**src/rtl/page_frame_dir_pkg.sv**
```systemverilog
// Shared constants and the victim-kind encoding for the page frame directory.
// Assumes: consumers size their ports from these defaults.
package page_frame_dir_pkg;
    localparam int DEF_FRAMES = 32;
    localparam int DEF_VPN_W  = 8;
    localparam int DEF_OFF_W  = 9;
    localparam int DEF_SLOTS  = 192;

    typedef enum logic [1:0] {
        KIND_FREE   = 2'd0,
        KIND_IDLE   = 2'd1,
        KIND_FORCED = 2'd2
    } alloc_kind_t;
endpackage

```
**src/rtl/lowest_set.sv**
```systemverilog
// Priority encoder: index of the lowest set bit of a vector and a found flag.
// Assumes: idx is 0 when no bit is set.
module lowest_set #(
    parameter int N = 8,
    parameter int W = $clog2(N)
) (
    input  logic [N-1:0] vec,
    output logic [W-1:0] idx,
    output logic         found
);
    // Scan from the top down so the lowest set bit is written last.
    always_comb begin
        idx = '0;
        for (int i = N - 1; i >= 0; i--) begin
            if (vec[i]) idx = W'(i);
        end
    end

    assign found = |vec;
endmodule

```
**src/rtl/frame_cam.sv**
```systemverilog
// Per-frame page registers with parallel compare.
// Each frame holds a valid flag, a usage flag and the resident page number.
// Assumes: the fault handler never installs a page already resident elsewhere.
module frame_cam #(
    parameter int FRAMES  = 32,
    parameter int VPN_W   = 8,
    parameter int FRAME_W = $clog2(FRAMES)
) (
    input  logic                           clk,
    input  logic                           rst_n,
    input  logic                           lk_en,
    input  logic [VPN_W-1:0]               lk_vpn,
    input  logic                           sweep_en,
    input  logic                           inst_en,
    input  logic [FRAME_W-1:0]             inst_frame,
    input  logic [VPN_W-1:0]               inst_vpn,
    input  logic                           inv_en,
    input  logic [FRAME_W-1:0]             inv_frame,
    output logic [FRAMES-1:0]              match_vec,
    output logic [FRAMES-1:0]              valid_vec,
    output logic [FRAMES-1:0]              used_vec,
    output logic [FRAMES-1:0][VPN_W-1:0]   vpn_vec
);
    // Parallel compare of the presented page against every valid frame.
    always_comb begin
        for (int f = 0; f < FRAMES; f++) begin
            match_vec[f] = valid_vec[f] && (vpn_vec[f] == lk_vpn);
        end
    end

    // Frame register update: install beats invalidate beats usage tracking.
    always_ff @(posedge clk) begin
        if (!rst_n) begin
            valid_vec <= '0;
            used_vec  <= '0;
            vpn_vec   <= '0;
        end else begin
            for (int f = 0; f < FRAMES; f++) begin
                if (inst_en && inst_frame == FRAME_W'(f)) begin
                    valid_vec[f] <= 1'b1;
                    used_vec[f]  <= 1'b1;
                    vpn_vec[f]   <= inst_vpn;
                end else if (inv_en && inv_frame == FRAME_W'(f)) begin
                    valid_vec[f] <= 1'b0;
                    used_vec[f]  <= 1'b0;
                end else if (lk_en && match_vec[f]) begin
                    used_vec[f]  <= 1'b1;
                end else if (sweep_en) begin
                    used_vec[f]  <= 1'b0;
                end
            end
        end
    end

    // A page must never be resident in two frames.
    assert_single_match_R2: assert property (@(posedge clk) disable iff (!rst_n)
        lk_en |-> $onehot0(match_vec));

    // An installed frame is valid on the following cycle.
    assert_install_valid_R7: assert property (@(posedge clk) disable iff (!rst_n)
        inst_en |=> valid_vec[$past(inst_frame)]);

    // Invalidate without a competing install empties the frame.
    assert_inval_clears_R8: assert property (@(posedge clk) disable iff (!rst_n)
        (inv_en && !(inst_en && inst_frame == inv_frame)) |=> !valid_vec[$past(inv_frame)]);

    generate
        for (genvar g = 0; g < FRAMES; g++) begin : g_use_chk
            // A hit keeps the frame marked as used, even against a sweep.
            assert_hit_marks_used_R6: assert property (@(posedge clk) disable iff (!rst_n)
                (lk_en && match_vec[g] && !(inv_en && inv_frame == FRAME_W'(g)))
                |=> used_vec[g]);
        end
    endgenerate
endmodule

```
**src/rtl/victim_pick.sv**
```systemverilog
// Chooses the frame offered to the fault handler: lowest free frame first,
// then the lowest valid frame with a clear usage flag, else frame 0.
// Assumes: an invalid frame always has a clear usage flag.
module victim_pick #(
    parameter int FRAMES  = 32,
    parameter int VPN_W   = 8,
    parameter int FRAME_W = $clog2(FRAMES)
) (
    input  logic                          clk,
    input  logic                          rst_n,
    input  logic [FRAMES-1:0]             valid_vec,
    input  logic [FRAMES-1:0]             used_vec,
    input  logic [FRAMES-1:0][VPN_W-1:0]  vpn_vec,
    output logic [FRAME_W-1:0]            alloc_frame,
    output logic [1:0]                    alloc_kind,
    output logic [VPN_W-1:0]              evict_vpn
);
    import page_frame_dir_pkg::*;

    logic [FRAME_W-1:0] free_idx, idle_idx;
    logic               free_found, idle_found;
    alloc_kind_t        kind;

    lowest_set #(.N(FRAMES), .W(FRAME_W)) u_free (
        .vec(~valid_vec), .idx(free_idx), .found(free_found));

    lowest_set #(.N(FRAMES), .W(FRAME_W)) u_idle (
        .vec(valid_vec & ~used_vec), .idx(idle_idx), .found(idle_found));

    // Pick the offered frame by preference order.
    always_comb begin
        if (free_found) begin
            kind        = KIND_FREE;
            alloc_frame = free_idx;
        end else if (idle_found) begin
            kind        = KIND_IDLE;
            alloc_frame = idle_idx;
        end else begin
            kind        = KIND_FORCED;
            alloc_frame = '0;
        end
    end

    assign alloc_kind = kind;
    assign evict_vpn  = (kind == KIND_FREE) ? '0 : vpn_vec[alloc_frame];

    // A free offer really is an empty frame.
    assert_free_is_empty_R4: assert property (@(posedge clk) disable iff (!rst_n)
        (alloc_kind == KIND_FREE) |-> !valid_vec[alloc_frame]);

    // An idle offer is resident and unused.
    assert_idle_is_unused_R5: assert property (@(posedge clk) disable iff (!rst_n)
        (alloc_kind == KIND_IDLE) |-> (valid_vec[alloc_frame] && !used_vec[alloc_frame]));
endmodule

```
**src/rtl/slot_alloc.sv**
```systemverilog
// Occupancy bitmap for secondary-store slots; offers the lowest empty slot.
// Assumes: release and claim of the same slot are never issued together.
module slot_alloc #(
    parameter int SLOTS  = 192,
    parameter int SLOT_W = $clog2(SLOTS)
) (
    input  logic              clk,
    input  logic              rst_n,
    input  logic              slot_claim,
    input  logic              slot_release,
    input  logic [SLOT_W-1:0] slot_rel_idx,
    output logic [SLOT_W-1:0] slot_idx,
    output logic              slot_avail
);
    localparam logic [SLOTS-1:0] ONE = SLOTS'(1);

    logic [SLOTS-1:0] occ_q;
    logic [SLOTS-1:0] claim_mask, rel_mask;

    lowest_set #(.N(SLOTS), .W(SLOT_W)) u_enc (
        .vec(~occ_q), .idx(slot_idx), .found(slot_avail));

    // Masks for this cycle's claim and release.
    always_comb begin
        claim_mask = (slot_claim && slot_avail) ? (ONE << slot_idx) : '0;
        rel_mask   = slot_release ? (ONE << slot_rel_idx) : '0;
    end

    // Bitmap update.
    always_ff @(posedge clk) begin
        if (!rst_n) occ_q <= '0;
        else        occ_q <= (occ_q | claim_mask) & ~rel_mask;
    end

    // A granted claim leaves that slot occupied.
    assert_claim_taken_R9: assert property (@(posedge clk) disable iff (!rst_n)
        (slot_claim && slot_avail && !(slot_release && slot_rel_idx == slot_idx))
        |=> occ_q[$past(slot_idx)]);

    // The offered slot is never already occupied.
    assert_offer_empty_R9: assert property (@(posedge clk) disable iff (!rst_n)
        slot_avail |-> !occ_q[slot_idx]);
endmodule

```
**src/rtl/page_frame_dir.sv**
```systemverilog
// Top: associative page frame directory with registered translation result,
// fault-handler frame offer and secondary-slot allocator.
// Assumes: lookup result appears one cycle after the request.
module page_frame_dir #(
    parameter int FRAMES = page_frame_dir_pkg::DEF_FRAMES,
    parameter int VPN_W  = page_frame_dir_pkg::DEF_VPN_W,
    parameter int OFF_W  = page_frame_dir_pkg::DEF_OFF_W,
    parameter int SLOTS  = page_frame_dir_pkg::DEF_SLOTS,
    localparam int FRAME_W = $clog2(FRAMES),
    localparam int SLOT_W  = $clog2(SLOTS),
    localparam int PA_W    = FRAME_W + OFF_W
) (
    input  logic               clk,
    input  logic               rst_n,
    input  logic               lk_en,
    input  logic [VPN_W-1:0]   lk_vpn,
    input  logic [OFF_W-1:0]   lk_off,
    output logic               rsp_valid,
    output logic               rsp_hit,
    output logic               rsp_fault,
    output logic [PA_W-1:0]    rsp_paddr,
    input  logic               sweep_en,
    output logic [FRAME_W-1:0] alloc_frame,
    output logic [1:0]         alloc_kind,
    output logic [VPN_W-1:0]   evict_vpn,
    input  logic               inst_en,
    input  logic [FRAME_W-1:0] inst_frame,
    input  logic [VPN_W-1:0]   inst_vpn,
    input  logic               inv_en,
    input  logic [FRAME_W-1:0] inv_frame,
    input  logic               slot_claim,
    input  logic               slot_release,
    input  logic [SLOT_W-1:0]  slot_rel_idx,
    output logic [SLOT_W-1:0]  slot_idx,
    output logic               slot_avail
);
    logic [FRAMES-1:0]             match_vec, valid_vec, used_vec;
    logic [FRAMES-1:0][VPN_W-1:0]  vpn_vec;
    logic [FRAME_W-1:0]            hit_frame;
    logic                          any_hit;

    frame_cam #(.FRAMES(FRAMES), .VPN_W(VPN_W), .FRAME_W(FRAME_W)) u_cam (
        .clk(clk), .rst_n(rst_n), .lk_en(lk_en), .lk_vpn(lk_vpn),
        .sweep_en(sweep_en), .inst_en(inst_en), .inst_frame(inst_frame),
        .inst_vpn(inst_vpn), .inv_en(inv_en), .inv_frame(inv_frame),
        .match_vec(match_vec), .valid_vec(valid_vec), .used_vec(used_vec),
        .vpn_vec(vpn_vec));

    lowest_set #(.N(FRAMES), .W(FRAME_W)) u_hit_enc (
        .vec(match_vec), .idx(hit_frame), .found(any_hit));

    victim_pick #(.FRAMES(FRAMES), .VPN_W(VPN_W), .FRAME_W(FRAME_W)) u_victim (
        .clk(clk), .rst_n(rst_n), .valid_vec(valid_vec), .used_vec(used_vec),
        .vpn_vec(vpn_vec), .alloc_frame(alloc_frame), .alloc_kind(alloc_kind),
        .evict_vpn(evict_vpn));

    slot_alloc #(.SLOTS(SLOTS), .SLOT_W(SLOT_W)) u_slots (
        .clk(clk), .rst_n(rst_n), .slot_claim(slot_claim),
        .slot_release(slot_release), .slot_rel_idx(slot_rel_idx),
        .slot_idx(slot_idx), .slot_avail(slot_avail));

    // Register the translation result: frame number joined with offset.
    always_ff @(posedge clk) begin
        if (!rst_n) begin
            rsp_valid <= 1'b0;
            rsp_hit   <= 1'b0;
            rsp_fault <= 1'b0;
            rsp_paddr <= '0;
        end else begin
            rsp_valid <= lk_en;
            rsp_hit   <= lk_en && any_hit;
            rsp_fault <= lk_en && !any_hit;
            rsp_paddr <= (lk_en && any_hit) ? {hit_frame, lk_off} : '0;
        end
    end

    // A result is exactly one of hit or fault.
    assert_hit_xor_fault_R3: assert property (@(posedge clk) disable iff (!rst_n)
        rsp_valid |-> (rsp_hit != rsp_fault));

    // No flags without a result.
    assert_idle_quiet_R3: assert property (@(posedge clk) disable iff (!rst_n)
        !rsp_valid |-> (!rsp_hit && !rsp_fault));

    // The translated offset field is the one presented.
    assert_offset_kept_R2: assert property (@(posedge clk) disable iff (!rst_n)
        rsp_hit |-> (rsp_paddr[OFF_W-1:0] == $past(lk_off)));
endmodule

```
**config.mk**
```make
export PLATFORM = sky130hd
export DESIGN_NAME = page_frame_dir
export DESIGN_NICKNAME = d
export VERILOG_FILES = /design/src/rtl/page_frame_dir_pkg.sv /design/src/rtl/lowest_set.sv /design/src/rtl/frame_cam.sv /design/src/rtl/victim_pick.sv /design/src/rtl/slot_alloc.sv /design/src/rtl/page_frame_dir.sv
export SDC_FILE = /design/constraint.sdc
export NUM_CORES = 2
export LEC_CHECK = 0
export ABC_AREA = 1
export BUFFER_PORTS_ARGS = -buffer_cell sky130_fd_sc_hd__clkbuf_2
export CAP_MARGIN = 20
export CORE_MARGIN = 5
export CORE_UTILIZATION = 55
export CTS_CLUSTER_DIAMETER = 60
export DETAILED_ROUTE_END_ITERATION = 7
export MAX_ROUTING_LAYER = met4
export PLACE_DENSITY = 0.77
export SLEW_MARGIN = 20
export SYNTH_ARGS = -nofsm -noshare
export SYNTH_HDL_FRONTEND = slang
export SYNTH_HIERARCHICAL = 1
export SYNTH_SLANG_ARGS = --single-unit
```
**constraint.sdc**
```tcl
create_clock -name clk -period 19.16 [get_ports clk]
set_input_delay 1.916 -clock clk [delete_from_list [all_inputs] [get_ports clk]]
set_output_delay 1.916 -clock clk [all_outputs]
set_load 0.03 [all_outputs]
```
==> results.cfg <==
[placed_design]
place.port_buffers = 91
place_congestion = 1.08
place_hpwl_um = 91700

[clock_tree]
htreeDepth = 2
ctsLongestPathBuffers = 3
postCtsSetupRepairBufs = 0
cts_sinks = 529
clk_pin_slew_ns = 0.06
clockRootBuffer = clkbuf_16
cts.hold.buffers_added = 0
cts_tree = done
clk_latency_ns = 0.65
cts_resized = 0
cts_buffers = 61

[synthesis]
synth_top_family_by_area = simple AND/OR/NAND/NOR gates
synth-edff-count = 0
avgSynthCellArea_um2 = 5.68
ys_types = 43
syn-cell-area_um2 = 34700
ys_seq_area_share_pct = 30.5
ys_ff_latch = 529
synthMuxAreaShare_pct = 0
async_reset_ff_share_pct = 0
yosys_warnings = 6
synth_largest_area_cell = dfxtp_1
syn-instance-count = 6101
synth_nets = 6152
synthAdderAreaFrac_pct = 0
synth-simple-area-share_pct = 41.1
synth_top_area_share_pct = 30.5
synthTopCellsByArea = dfxtp_1, nand2_1, inv_1
ys.flop_type = dfxtp_1
synth-xor-area-share_pct = 1.16
synth_compound_area_share_pct = 11.9

[power_and_ir_drop]
finalPower_uw = 2630
p_comb_share_pct = 8.9
pwr-share-seq_pct = 42.5
p_sw_share_pct = 26.5
leakagePower_uw = 0.0163
intPower_uw = 1930
p_sw_uw = 696
ir_drop_uv = 68.9
powerDensity_nw_per_um2 = 70.3
clkPwrFrac_pct = 48.6

[grt]
grt_overflow = 0
grt_pass1_vias = 35900
grt_pass1_wl_um = 206000
grt_start_max_net_pins = 94
antenna_found_initial = 2
grt_use_total_pct = 39.8

[floorplan]
core_um2 = 62700
initial_utilization_pct = 55.3
rows = 92
ios = 92
fp.dieW_um = 261
dieArea_um2 = 68200
die_h_um = 261

[critical_path]
crit_arrival_ns = 11.57
worst_ep_required_time_ns = 17.24
cp-start-kind = register
reg2reg_slack_ns = 6.92
critPathSlowestCell = a21oi_2
end_kind = output port
cpMostUsedCell = nand2_1
timing.rr.start = u_slots/occ_q[190]
cpPeakStageDelay_ns = 0.37
timing.rr.end = u_slots/occ_q[32]
reg2reg_depth = 199
cp_num_buf_inv = 3
cp_top_family = simple AND/OR/NAND/NOR gates
cp_max_fo = 8
path_class = reg -> out

[sta]
fmax_ghz = 0.0741
setup_viol = 0
worst_slew_pin_slew_ns = 1.17
slew_violations = 0
rsz0062_at_grt = no
clock_skew_ns = 0.0166
finalHoldViolCount = 0
fin_setup_tns_ns = 0
relSlewSlack_pct = 21.9
period_share_pct = 70.4
period_needed_ns = 13.49

[drt]
drcViolationCount = 0
viasPerCell = 5.77
drtAntennaViolNets = 0
num_vias = 39700
wire_per_inst_um = 20.0
first_pass_iters = 6
routed_wirelength_um = 138000
drtIter0Drc = 5096

[final_layout]
filler_cell_count = 6485
drive_gt1_share_pct = 6.81
final_core_util_pct = 59.5
layout_common_cells = nand2_1, inv_1, nor2_1
nNetsFinal = 6035
layout_commonest_cell = nand2_1
area_growth_pct = 7.70

[job]
maxCapViolations = 0

[min_path]
hold_path_class = reg -> reg
whs_path_depth = 2
worstHoldEndpoint = u_slots/occ_q[138]
min-delay-start = u_slots/occ_q[138]

[run_status]
status = finished clean
-- worst max path at each step --
stage	startpoint	to	slack, ns	cells after the start
finish	u_slots/occ_q[190]	slot_idx[0]	5.67	193
global route	u_slots/occ_q[190]	slot_idx[0]	4.06	193
detailed placement	u_slots/occ_q[190]	slot_idx[0]	6.68	193
CTS	u_slots/occ_q[190]	slot_idx[0]	5.95	193
floorplan	u_slots/occ_q[190]	slot_idx[0]	8.50	192
global placement	u_slots/occ_q[190]	slot_idx[0]	6.65	193
-- power by group through the flow --
stage / Sequential [µW] / Combinational [µW] / Clock, µW
3_3_place_gp: 1140 / 222 / 0
2_1_floorplan: 1140 / 150 / 0
3_5_place_dp: 1140 / 223 / 0
4_1_cts: 1120 / 224 / 1290
6_report: 1120 / 234 / 1280
5_1_grt: 1120 / 249 / 1340
-- routing by layer --
metal	track usage (%)	wire length, µm	part of all wire (%)	vias to the layer above
met5	-	0	0	-
met2	60.6	59500	43	2651
li1	-	-	-	18700
met3	7.35	15500	11	684
met4	28.2	12000	8.7	0
met1	47.5	50800	37	17600
-- metrics by stage --
stage	setup WS, ns	hold WS [ns]	cells	area, µm²
2_1_floorplan	8.50	0.437	6101	34700
6_report	5.67	0.471	6885	37300
4_1_cts	5.95	0.470	6881	37300
3_5_place_dp	6.68	0.456	6767	35100
5_1_grt	4.06	0.487	6882	37300
3_3_place_gp	6.65	0.445	6767	35100
-- registers in the layout, summed over array words and instances (netlist names) --
register         cells
u_cam/vpn_vec      256
rsp_paddr           14
rsp_valid            1
u_cam/valid_vec     32
rsp_hit              1
rsp_fault            1
u_slots/occ_q      192
u_cam/used_vec      32
-- kinds of logic (layout without fill, tap and decap cells) --
logic type             after synthesis  count (layout)
AND/OR/NAND/NOR                   3442            3442
buffers and inverters             1289            1223
XOR/XNOR                            46              46
flip-flops                         529             529
AO/OA/AOI/OAI                      795             795
other                                0               4
-- layout make-up --
type	instances	area (µm²)	share of cell area, %
Timing Repair Buffer	149	901	2.41
Clock buffer	89	1870	5.02
Tap cell	846	1060	2.83
Sequential cell	529	10600	28.4
Multi-Input combinational cell	4283	18900	50.5
Clock inverter	25	324	0.868
Antenna cell	4	10.0	0.0268
Inverter	960	3730	9.99
-- synthesized netlist by cell type, types with 5 or more instances --
cell         n
nor2_2      26
o211ai_1     5
nor3_1      29
buf_2      128
nand4_1    112
xor2_1      42
clkbuf_1   133
a21oi_1    448
a31oi_1      9
inv_1      855
o21bai_1     6
buf_1       42
a21boi_0     7
nor4_1      39
inv_2       91
buf_6       14
nand3_1    608
o21ai_0    275
nand3b_1     5
bufinv_8     9
nor2_1     833
nand2_1   1774
nor2_4       6
o31ai_1      5
buf_4       12
o21ai_1     19
dfxtp_1    529
-- worst min-delay path: cells and delay by family, from the launching register on --
family | cells | cell delay (ns)
flip-flops | 1 | 0.33
AND/OR/NAND/NOR | 2 | 0.11
Note: power is estimated with default switching activity, not from simulation.
